===== config.mk =====
export PLATFORM = sky130hd
export DESIGN_NAME = aai_flash_resp
export DESIGN_NICKNAME = d
export VERILOG_FILES = /design/src/rtl/aai_pkg.sv /design/src/rtl/aai_spi_rx.sv /design/src/rtl/aai_flash_array.sv /design/src/rtl/aai_ctrl.sv /design/src/rtl/aai_flash_resp.sv
export SDC_FILE = /design/constraint.sdc
export NUM_CORES = 2
export LEC_CHECK = 0
export ABC_AREA = 1
export CORE_ASPECT_RATIO = 0.7
export CORE_MARGIN = 10
export CORE_UTILIZATION = 64
export DETAILED_ROUTE_END_ITERATION = 7
export PLACE_DENSITY_LB_ADDON = 0.15
export SLEW_MARGIN = 20
export SYNTH_ARGS = -nofsm -noshare
export SYNTH_HDL_FRONTEND = slang
export SYNTH_HIERARCHICAL = 1
export SYNTH_SLANG_ARGS = --single-unit

===== constraint.sdc =====
create_clock -name clk -period 3.8 [get_ports clk]
set_input_delay 0.76 -clock clk [delete_from_list [all_inputs] [get_ports clk]]
set_output_delay 0.76 -clock clk [all_outputs]
set_load 0.1 [all_outputs]

===== src/rtl/aai_pkg.sv =====
`timescale 1ns/1ps
package aai_pkg;

  localparam logic [7:0] OP_PROG  = 8'hAD;
  localparam logic [7:0] OP_STAT  = 8'h05;
  localparam logic [7:0] OP_WDIS  = 8'h04;
  localparam logic [7:0] OP_WEN   = 8'h06;
  localparam logic [7:0] OP_RBON  = 8'h70;
  localparam logic [7:0] OP_RBOFF = 8'h80;

  // which opcodes may take effect in the present state
  function automatic logic op_legal(input logic [7:0] op, input logic in_mode,
                                    input logic is_busy);
    if (is_busy) return (op == OP_STAT);
    if (in_mode) return (op == OP_PROG) || (op == OP_STAT) || (op == OP_WDIS);
    return (op == OP_PROG) || (op == OP_STAT) || (op == OP_WDIS) ||
           (op == OP_WEN) || (op == OP_RBON) || (op == OP_RBOFF);
  endfunction

  // flash cells can only go from 1 to 0
  function automatic logic [7:0] prog_merge(input logic [7:0] old_b,
                                            input logic [7:0] new_b);
    return old_b & new_b;
  endfunction

  function automatic logic [7:0] status_byte(input logic b, input logic w,
                                             input logic m);
    return {1'b0, m, 4'b0000, w, b};
  endfunction

endpackage


===== src/rtl/aai_spi_rx.sv =====
`timescale 1ns/1ps
module aai_spi_rx #(
  parameter int CNT_W = 3
) (
  input  logic             clk,
  input  logic             rst_n,
  input  logic             cs_n,
  input  logic             sck,
  input  logic             mosi,
  output logic             sck_rise,
  output logic             cs_rise,
  output logic             byte_vld,
  output logic [7:0]       byte_val,
  output logic [CNT_W-1:0] byte_idx,
  output logic [CNT_W-1:0] nbytes
);
  logic       sck_q, cs_q;
  logic [6:0] shreg;
  logic [2:0] bitcnt;

  assign sck_rise = sck & ~sck_q & ~cs_n;
  assign cs_rise  = cs_n & ~cs_q;

  always_ff @(posedge clk or negedge rst_n) begin
    if (!rst_n) begin
      sck_q    <= 1'b0;
      cs_q     <= 1'b1;
      shreg    <= '0;
      bitcnt   <= '0;
      byte_vld <= 1'b0;
      byte_val <= '0;
      byte_idx <= '0;
      nbytes   <= '0;
    end else begin
      sck_q    <= sck;
      cs_q     <= cs_n;
      byte_vld <= 1'b0;
      if (cs_n) begin
        bitcnt <= '0;
        nbytes <= '0;
      end else if (sck_rise) begin
        shreg  <= {shreg[5:0], mosi};
        bitcnt <= bitcnt + 3'd1;
        if (bitcnt == 3'd7) begin
          byte_vld <= 1'b1;
          byte_val <= {shreg, mosi};
          byte_idx <= nbytes;
          if (nbytes != '1) nbytes <= nbytes + CNT_W'(1);
        end
      end
    end
  end
endmodule


===== src/rtl/aai_flash_array.sv =====
`timescale 1ns/1ps
module aai_flash_array #(
  parameter int AW = 8
) (
  input  logic          clk,
  input  logic          rst_n,
  input  logic          wr_en,
  input  logic [AW-1:0] wr_addr,
  input  logic [7:0]    wr_data,
  output logic [7:0]    rd_data
);
  localparam int DEPTH = 1 << AW;
  logic [7:0] cells [DEPTH];

  assign rd_data = cells[wr_addr];

  always_ff @(posedge clk or negedge rst_n) begin
    if (!rst_n) begin
      for (int i = 0; i < DEPTH; i++) cells[i] <= 8'hFF;
    end else if (wr_en) begin
      cells[wr_addr] <= wr_data;
    end
  end
endmodule


===== src/rtl/aai_ctrl.sv =====
`timescale 1ns/1ps
module aai_ctrl
  import aai_pkg::*;
#(
  parameter int AW          = 8,
  parameter int PROT_START  = 192,
  parameter int PROG_CYCLES = 200,
  parameter int CNT_W       = 3
) (
  input  logic             clk,
  input  logic             rst_n,
  input  logic             byte_vld,
  input  logic [7:0]       byte_val,
  input  logic [CNT_W-1:0] byte_idx,
  input  logic [CNT_W-1:0] nbytes,
  input  logic             cs_rise,
  input  logic             sck_rise,
  output logic             busy,
  output logic             wel,
  output logic             aai,
  output logic             hw_mode,
  output logic             rdsr_on,
  output logic [2:0]       rd_bit,
  output logic             wr_req,
  output logic [AW-1:0]    wr_addr,
  output logic [7:0]       wr_new,
  output logic             exit_top
);
  localparam int TW = $clog2(PROG_CYCLES + 1);
  localparam logic [AW-1:0] LAST_ADDR = AW'(PROT_START - 1);

  function automatic logic addr_locked(input logic [23:0] a);
    return a >= 24'(PROT_START);
  endfunction

  function automatic logic pair_is_last(input logic [AW-1:0] p);
    return (p + AW'(1)) == LAST_ADDR;
  endfunction

  logic [7:0]    op_q;
  logic          ok_q;
  logic [23:0]   addr_q;
  logic [7:0]    d0_q, d1_q;
  logic [AW-1:0] ptr;
  logic [TW-1:0] timer;
  logic [1:0]    wstep;

  logic is_prog, entry_go, next_go, prog_start, prog_done;

  assign is_prog    = cs_rise & ok_q & (op_q == OP_PROG);
  assign entry_go   = is_prog & ~aai & wel & (nbytes == CNT_W'(6)) & ~addr_locked(addr_q);
  assign next_go    = is_prog & aai & (nbytes == CNT_W'(3));
  assign prog_start = entry_go | next_go;
  assign prog_done  = busy & (timer == TW'(1));
  assign exit_top   = prog_done & pair_is_last(ptr);

  assign wr_req  = (wstep != 2'd0);
  assign wr_addr = {ptr[AW-1:1], wstep[1]};
  assign wr_new  = wstep[1] ? d1_q : d0_q;

  always_ff @(posedge clk or negedge rst_n) begin
    if (!rst_n) begin
      op_q    <= '0;
      ok_q    <= 1'b0;
      addr_q  <= '0;
      d0_q    <= '0;
      d1_q    <= '0;
      ptr     <= '0;
      timer   <= '0;
      wstep   <= '0;
      busy    <= 1'b0;
      wel     <= 1'b0;
      aai     <= 1'b0;
      hw_mode <= 1'b0;
      rdsr_on <= 1'b0;
      rd_bit  <= 3'd7;
    end else begin
      // byte capture
      if (byte_vld) begin
        if (byte_idx == '0) begin
          op_q <= byte_val;
          ok_q <= op_legal(byte_val, aai, busy);
          if (op_legal(byte_val, aai, busy) && byte_val == OP_STAT) begin
            rdsr_on <= 1'b1;
            rd_bit  <= 3'd7;
          end
        end else if (aai) begin
          if (byte_idx == CNT_W'(1)) d0_q <= byte_val;
          if (byte_idx == CNT_W'(2)) d1_q <= byte_val;
        end else begin
          if (byte_idx <= CNT_W'(3)) addr_q <= {addr_q[15:0], byte_val};
          if (byte_idx == CNT_W'(4)) d0_q <= byte_val;
          if (byte_idx == CNT_W'(5)) d1_q <= byte_val;
        end
      end else if (rdsr_on && sck_rise) begin
        rd_bit <= rd_bit - 3'd1;
      end

      // command execution at the end of the frame
      if (cs_rise) begin
        rdsr_on <= 1'b0;
        ok_q    <= 1'b0;
        if (ok_q) begin
          case (op_q)
            OP_WEN:   wel <= 1'b1;
            OP_WDIS:  begin wel <= 1'b0; aai <= 1'b0; end
            OP_RBON:  hw_mode <= 1'b1;
            OP_RBOFF: hw_mode <= 1'b0;
            default:  ;
          endcase
        end
      end

      if (prog_start) begin
        busy  <= 1'b1;
        timer <= TW'(PROG_CYCLES);
        wstep <= 2'd1;
        if (entry_go) begin
          aai <= 1'b1;
          ptr <= {addr_q[AW-1:1], 1'b0};
        end
      end else begin
        wstep <= (wstep == 2'd1) ? 2'd2 : 2'd0;
        if (busy) timer <= timer - TW'(1);
      end

      if (prog_done) begin
        busy <= 1'b0;
        if (exit_top) begin
          aai <= 1'b0;
          wel <= 1'b0;
        end else begin
          ptr <= ptr + AW'(2);
        end
      end
    end
  end
endmodule


===== src/rtl/aai_flash_resp.sv =====
`timescale 1ns/1ps
module aai_flash_resp
  import aai_pkg::*;
#(
  parameter int AW          = 8,
  parameter int PROT_START  = 192,
  parameter int PROG_CYCLES = 200
) (
  input  logic          clk,
  input  logic          rst_n,
  input  logic          cs_n,
  input  logic          sck,
  input  logic          mosi,
  output logic          so_data,
  output logic          so_en,
  output logic          wr_en,
  output logic [AW-1:0] wr_addr,
  output logic [7:0]    wr_data
);
  localparam int CNT_W = 3;

  logic             sck_rise, cs_rise, byte_vld;
  logic [7:0]       byte_val;
  logic [CNT_W-1:0] byte_idx, nbytes;
  logic             busy, wel, aai, hw_mode, rdsr_on, exit_top;
  logic [2:0]       rd_bit;
  logic [7:0]       wr_new, old_byte, stat;
  logic             ryby_show, rd_show;

  aai_spi_rx #(.CNT_W(CNT_W)) u_rx (
    .clk(clk), .rst_n(rst_n), .cs_n(cs_n), .sck(sck), .mosi(mosi),
    .sck_rise(sck_rise), .cs_rise(cs_rise), .byte_vld(byte_vld),
    .byte_val(byte_val), .byte_idx(byte_idx), .nbytes(nbytes)
  );

  aai_ctrl #(.AW(AW), .PROT_START(PROT_START), .PROG_CYCLES(PROG_CYCLES),
             .CNT_W(CNT_W)) u_ctrl (
    .clk(clk), .rst_n(rst_n), .byte_vld(byte_vld), .byte_val(byte_val),
    .byte_idx(byte_idx), .nbytes(nbytes), .cs_rise(cs_rise),
    .sck_rise(sck_rise), .busy(busy), .wel(wel), .aai(aai),
    .hw_mode(hw_mode), .rdsr_on(rdsr_on), .rd_bit(rd_bit), .wr_req(wr_en),
    .wr_addr(wr_addr), .wr_new(wr_new), .exit_top(exit_top)
  );

  aai_flash_array #(.AW(AW)) u_array (
    .clk(clk), .rst_n(rst_n), .wr_en(wr_en), .wr_addr(wr_addr),
    .wr_data(wr_data), .rd_data(old_byte)
  );

  assign wr_data   = prog_merge(old_byte, wr_new);
  assign stat      = status_byte(busy, wel, aai);
  assign ryby_show = hw_mode & aai & ~cs_n;
  assign rd_show   = rdsr_on & ~cs_n;
  assign so_en     = ryby_show | rd_show;
  assign so_data   = ryby_show ? ~busy : (rd_show & stat[rd_bit]);
endmodule


==> impl_metrics.ini <==
[status]
outcome = finished with violations
violations = DRC, setup timing

[pwr]
powerDensity_mw_per_mm2 = 377
peakVddDrop_v = 0.000426
p_leak_nw = 49.2

[layout]
final_layout_size_suffix_gt1_share_pct = 25.8
fin_util_pct = 75.2
stdcell_count = 15500
multi_input_area_mm2 = 0.0426
syn_to_final_growth_pct = 16.5
fillers = 11400
final_net_count = 13200
seqCellArea_mm2 = 0.0564

[detailed_routing]
top_layer_used = met5
vias = 93600
ant_nets = 0
wl_um = 346000
drc = 19
drt_iter0_drc = 12800
wl_per_cell_um = 22.3
wl_met3_um = 44400
wl_met1_um = 136000
drt-vias-per-instance = 6.04
drt_first_pass_iters = 8
met2_length_um = 146000

[placement]
placedCellCount = 15000
dp_slack_ps = -494
gp_congestion = 0.941
port_buffers = 23
dp_hpwl_um = 212000

[clock_network]
cts_tree = built
path_clk_slew_ps = 60
numClockSinks = 2150
h-tree-depth = 4
cts_buffers = 200
cts_hold_buf = 0
max-clock-path-buffers = 3
cts_root_buf = clkbuf_16
clock_latency_ps = 860

[die]
die_area_mm2 = 0.176
core_area_mm2 = 0.158
die_w_um = 498
rows = 122
initial_core_util_pct = 64.5
die_h_um = 354
io_pins = 24

[sta]
worstMarginPinSlew_ps = 1050
hold_violations = 0
slew_violations = 0
fmax_mhz = 214
grt_setup_unrepaired = true
postLayoutSetupSlackWorst_ps = -882
relSlewSlack_pct = 29.7
finalCriticalPeriod_ps = 4680
fin_tns_setup_ps = -44850
period_share_pct = 123
setup_viol = 778
fin_worst_skew_ps = 35.4

[setup_path]
critPathMaxFanout = 31
endpoint = wr_data[2]
r2r_cells = 25
crit_start = u_ctrl/ptr[1]$_DFF_PN0_
endpoint_kind = output pin
worstPathRequired_ps = 3040
r2r-end = u_array/cells[102]$_DFFE_PN1P_
criticalPathCategory = reg -> out
r2r_slack_ps = -190
crit_arrival_ps = 3920
r2r-start = u_ctrl/wstep[1]$_DFF_PN0_
startpoint_type = register

[global_routing]
grt_first_pass_wirelength_um = 519000
antenna_found_initial = 8
grt_max_degree = 153
grt_usage_pct = 37.2
grt_overflow = 0
grt_pass1_vias = 87900

[worst_hold_path]
hold_class = in -> async

[logic_synthesis]
synthCells = 13300
synth.cell_area_mm2 = 0.102
synth_fp_nets = 13300
syn_avg_cell_area_um2 = 7.71
ys_warn_count = 6

[job]
maxCapViolations = 0
==> stage by stage <==
step | hold WS [ps] | total power (W) | area [µm²]
after floorplan | 449 | 0.0234 | 102000
after global placement | 459 | 0.0240 | 108000
after detailed placement | 464 | 0.0240 | 108000
after CTS | 148 | 0.0450 | 117000
after global routing | 197 | 0.0461 | 119000
final | 174 | 0.0449 | 119000
==> placed cells by master (no fill, tap or decap), drive strengths merged, types with 8 or more instances in the layout <==
cell / count
dfrtp: 98
clkinv: 48
ha: 8
nand2: 7069
inv: 203
bufbuf: 16
nand3: 228
a21oi: 105
bufinv: 20
nor2: 247
o21ai: 2265
clkinvlp: 14
buf: 639
nor3: 30
dfstp: 2052
nand4: 10
clkbuf: 317
==> where the power goes <==
group | internal, W | switching (W) | total (W)
logic | 0.0000790 | 0.000487 | 0.000566
clock network | 0.0122 | 0.00907 | 0.0212
registers | 0.0230 | 0.0000315 | 0.0231
total | 0.0353 | 0.00959 | 0.0449
==> routing by layer <==
layer	global-route usage [%]	up-vias
met5	0.352	-
met4	18.4	4
met3	10.1	1062
met2	53.9	5658
met1	51.7	45000
li1	-	41900
==> flip-flops by register name, summed over array words and instances (netlist names), 2 cells and up <==
signal and count:
u_rx/byte_val 8, u_rx/bitcnt 3, u_ctrl/d1_q 8, u_array/cells 2048, u_rx/nbytes 3, u_ctrl/timer 8
u_rx/shreg 7, u_rx/byte_idx 3, u_ctrl/ptr 8, u_ctrl/op_q 8, u_ctrl/d0_q 8, u_ctrl/addr_q 24
u_ctrl/rd_bit 3, u_ctrl/wstep 2
==> repair_timing <==
item                                     CTS  global route
gates cloned                              29            34
endpoints found under the setup margin  1954          1590
buffers inserted                          38            18
pin swaps                                 93            86
resized for setup                        320           300
==> layout make-up <==
class | instances | share of cell area, %
clock inverters | 77 | 0.810
repair buffers | 688 | 8.06
inverters | 205 | 0.798
flip-flops and latches | 2150 | 47.3
multi-input cells | 9982 | 35.8
repair inverters | 3 | 0.0368
clock buffers | 290 | 4.97
well taps | 2108 | 2.21
diodes | 4 | 0.00840
==> worst max-delay path, stage by stage, from the launching register on <==
cell and delay [ps]:
dfrtp_4 570, inv_8 70, buf_4 140, buf_4 170, buf_4 270, nand2_1 120, nand2_1 80, nand2_1 60
nand2_1 150, o21ai_4 300, nand2_1 100, nor2_1 240, nor2_2 100, nor2_4 150, nand2_4 110, nand2_4 90
clkinvlp_4 120, buf_12 180
==> worst min-delay path by stage <==
| stage | from | endpoint | slack, ps |
|---|---|---|---|
| 5_1_grt | rst_n | u_array/cells[1092]$_DFFE_PN1P_ | 200 |
| 3_5_place_dp | u_array/cells[1866]$_DFFE_PN1P_ | u_array/cells[1866]$_DFFE_PN1P_ | 460 |
| 4_1_cts | rst_n | u_array/cells[1092]$_DFFE_PN1P_ | 150 |
| 2_1_floorplan | u_rx/shreg[3]$_DFFE_PN0P_ | u_rx/byte_val[4]$_DFFE_PN0P_ | 450 |
| 3_3_place_gp | u_array/cells[1364]$_DFFE_PN1P_ | u_array/cells[1364]$_DFFE_PN1P_ | 460 |
| 6_report | rst_n | u_array/cells[1092]$_DFFE_PN1P_ | 170 |
(Power assumes the default switching activity.)
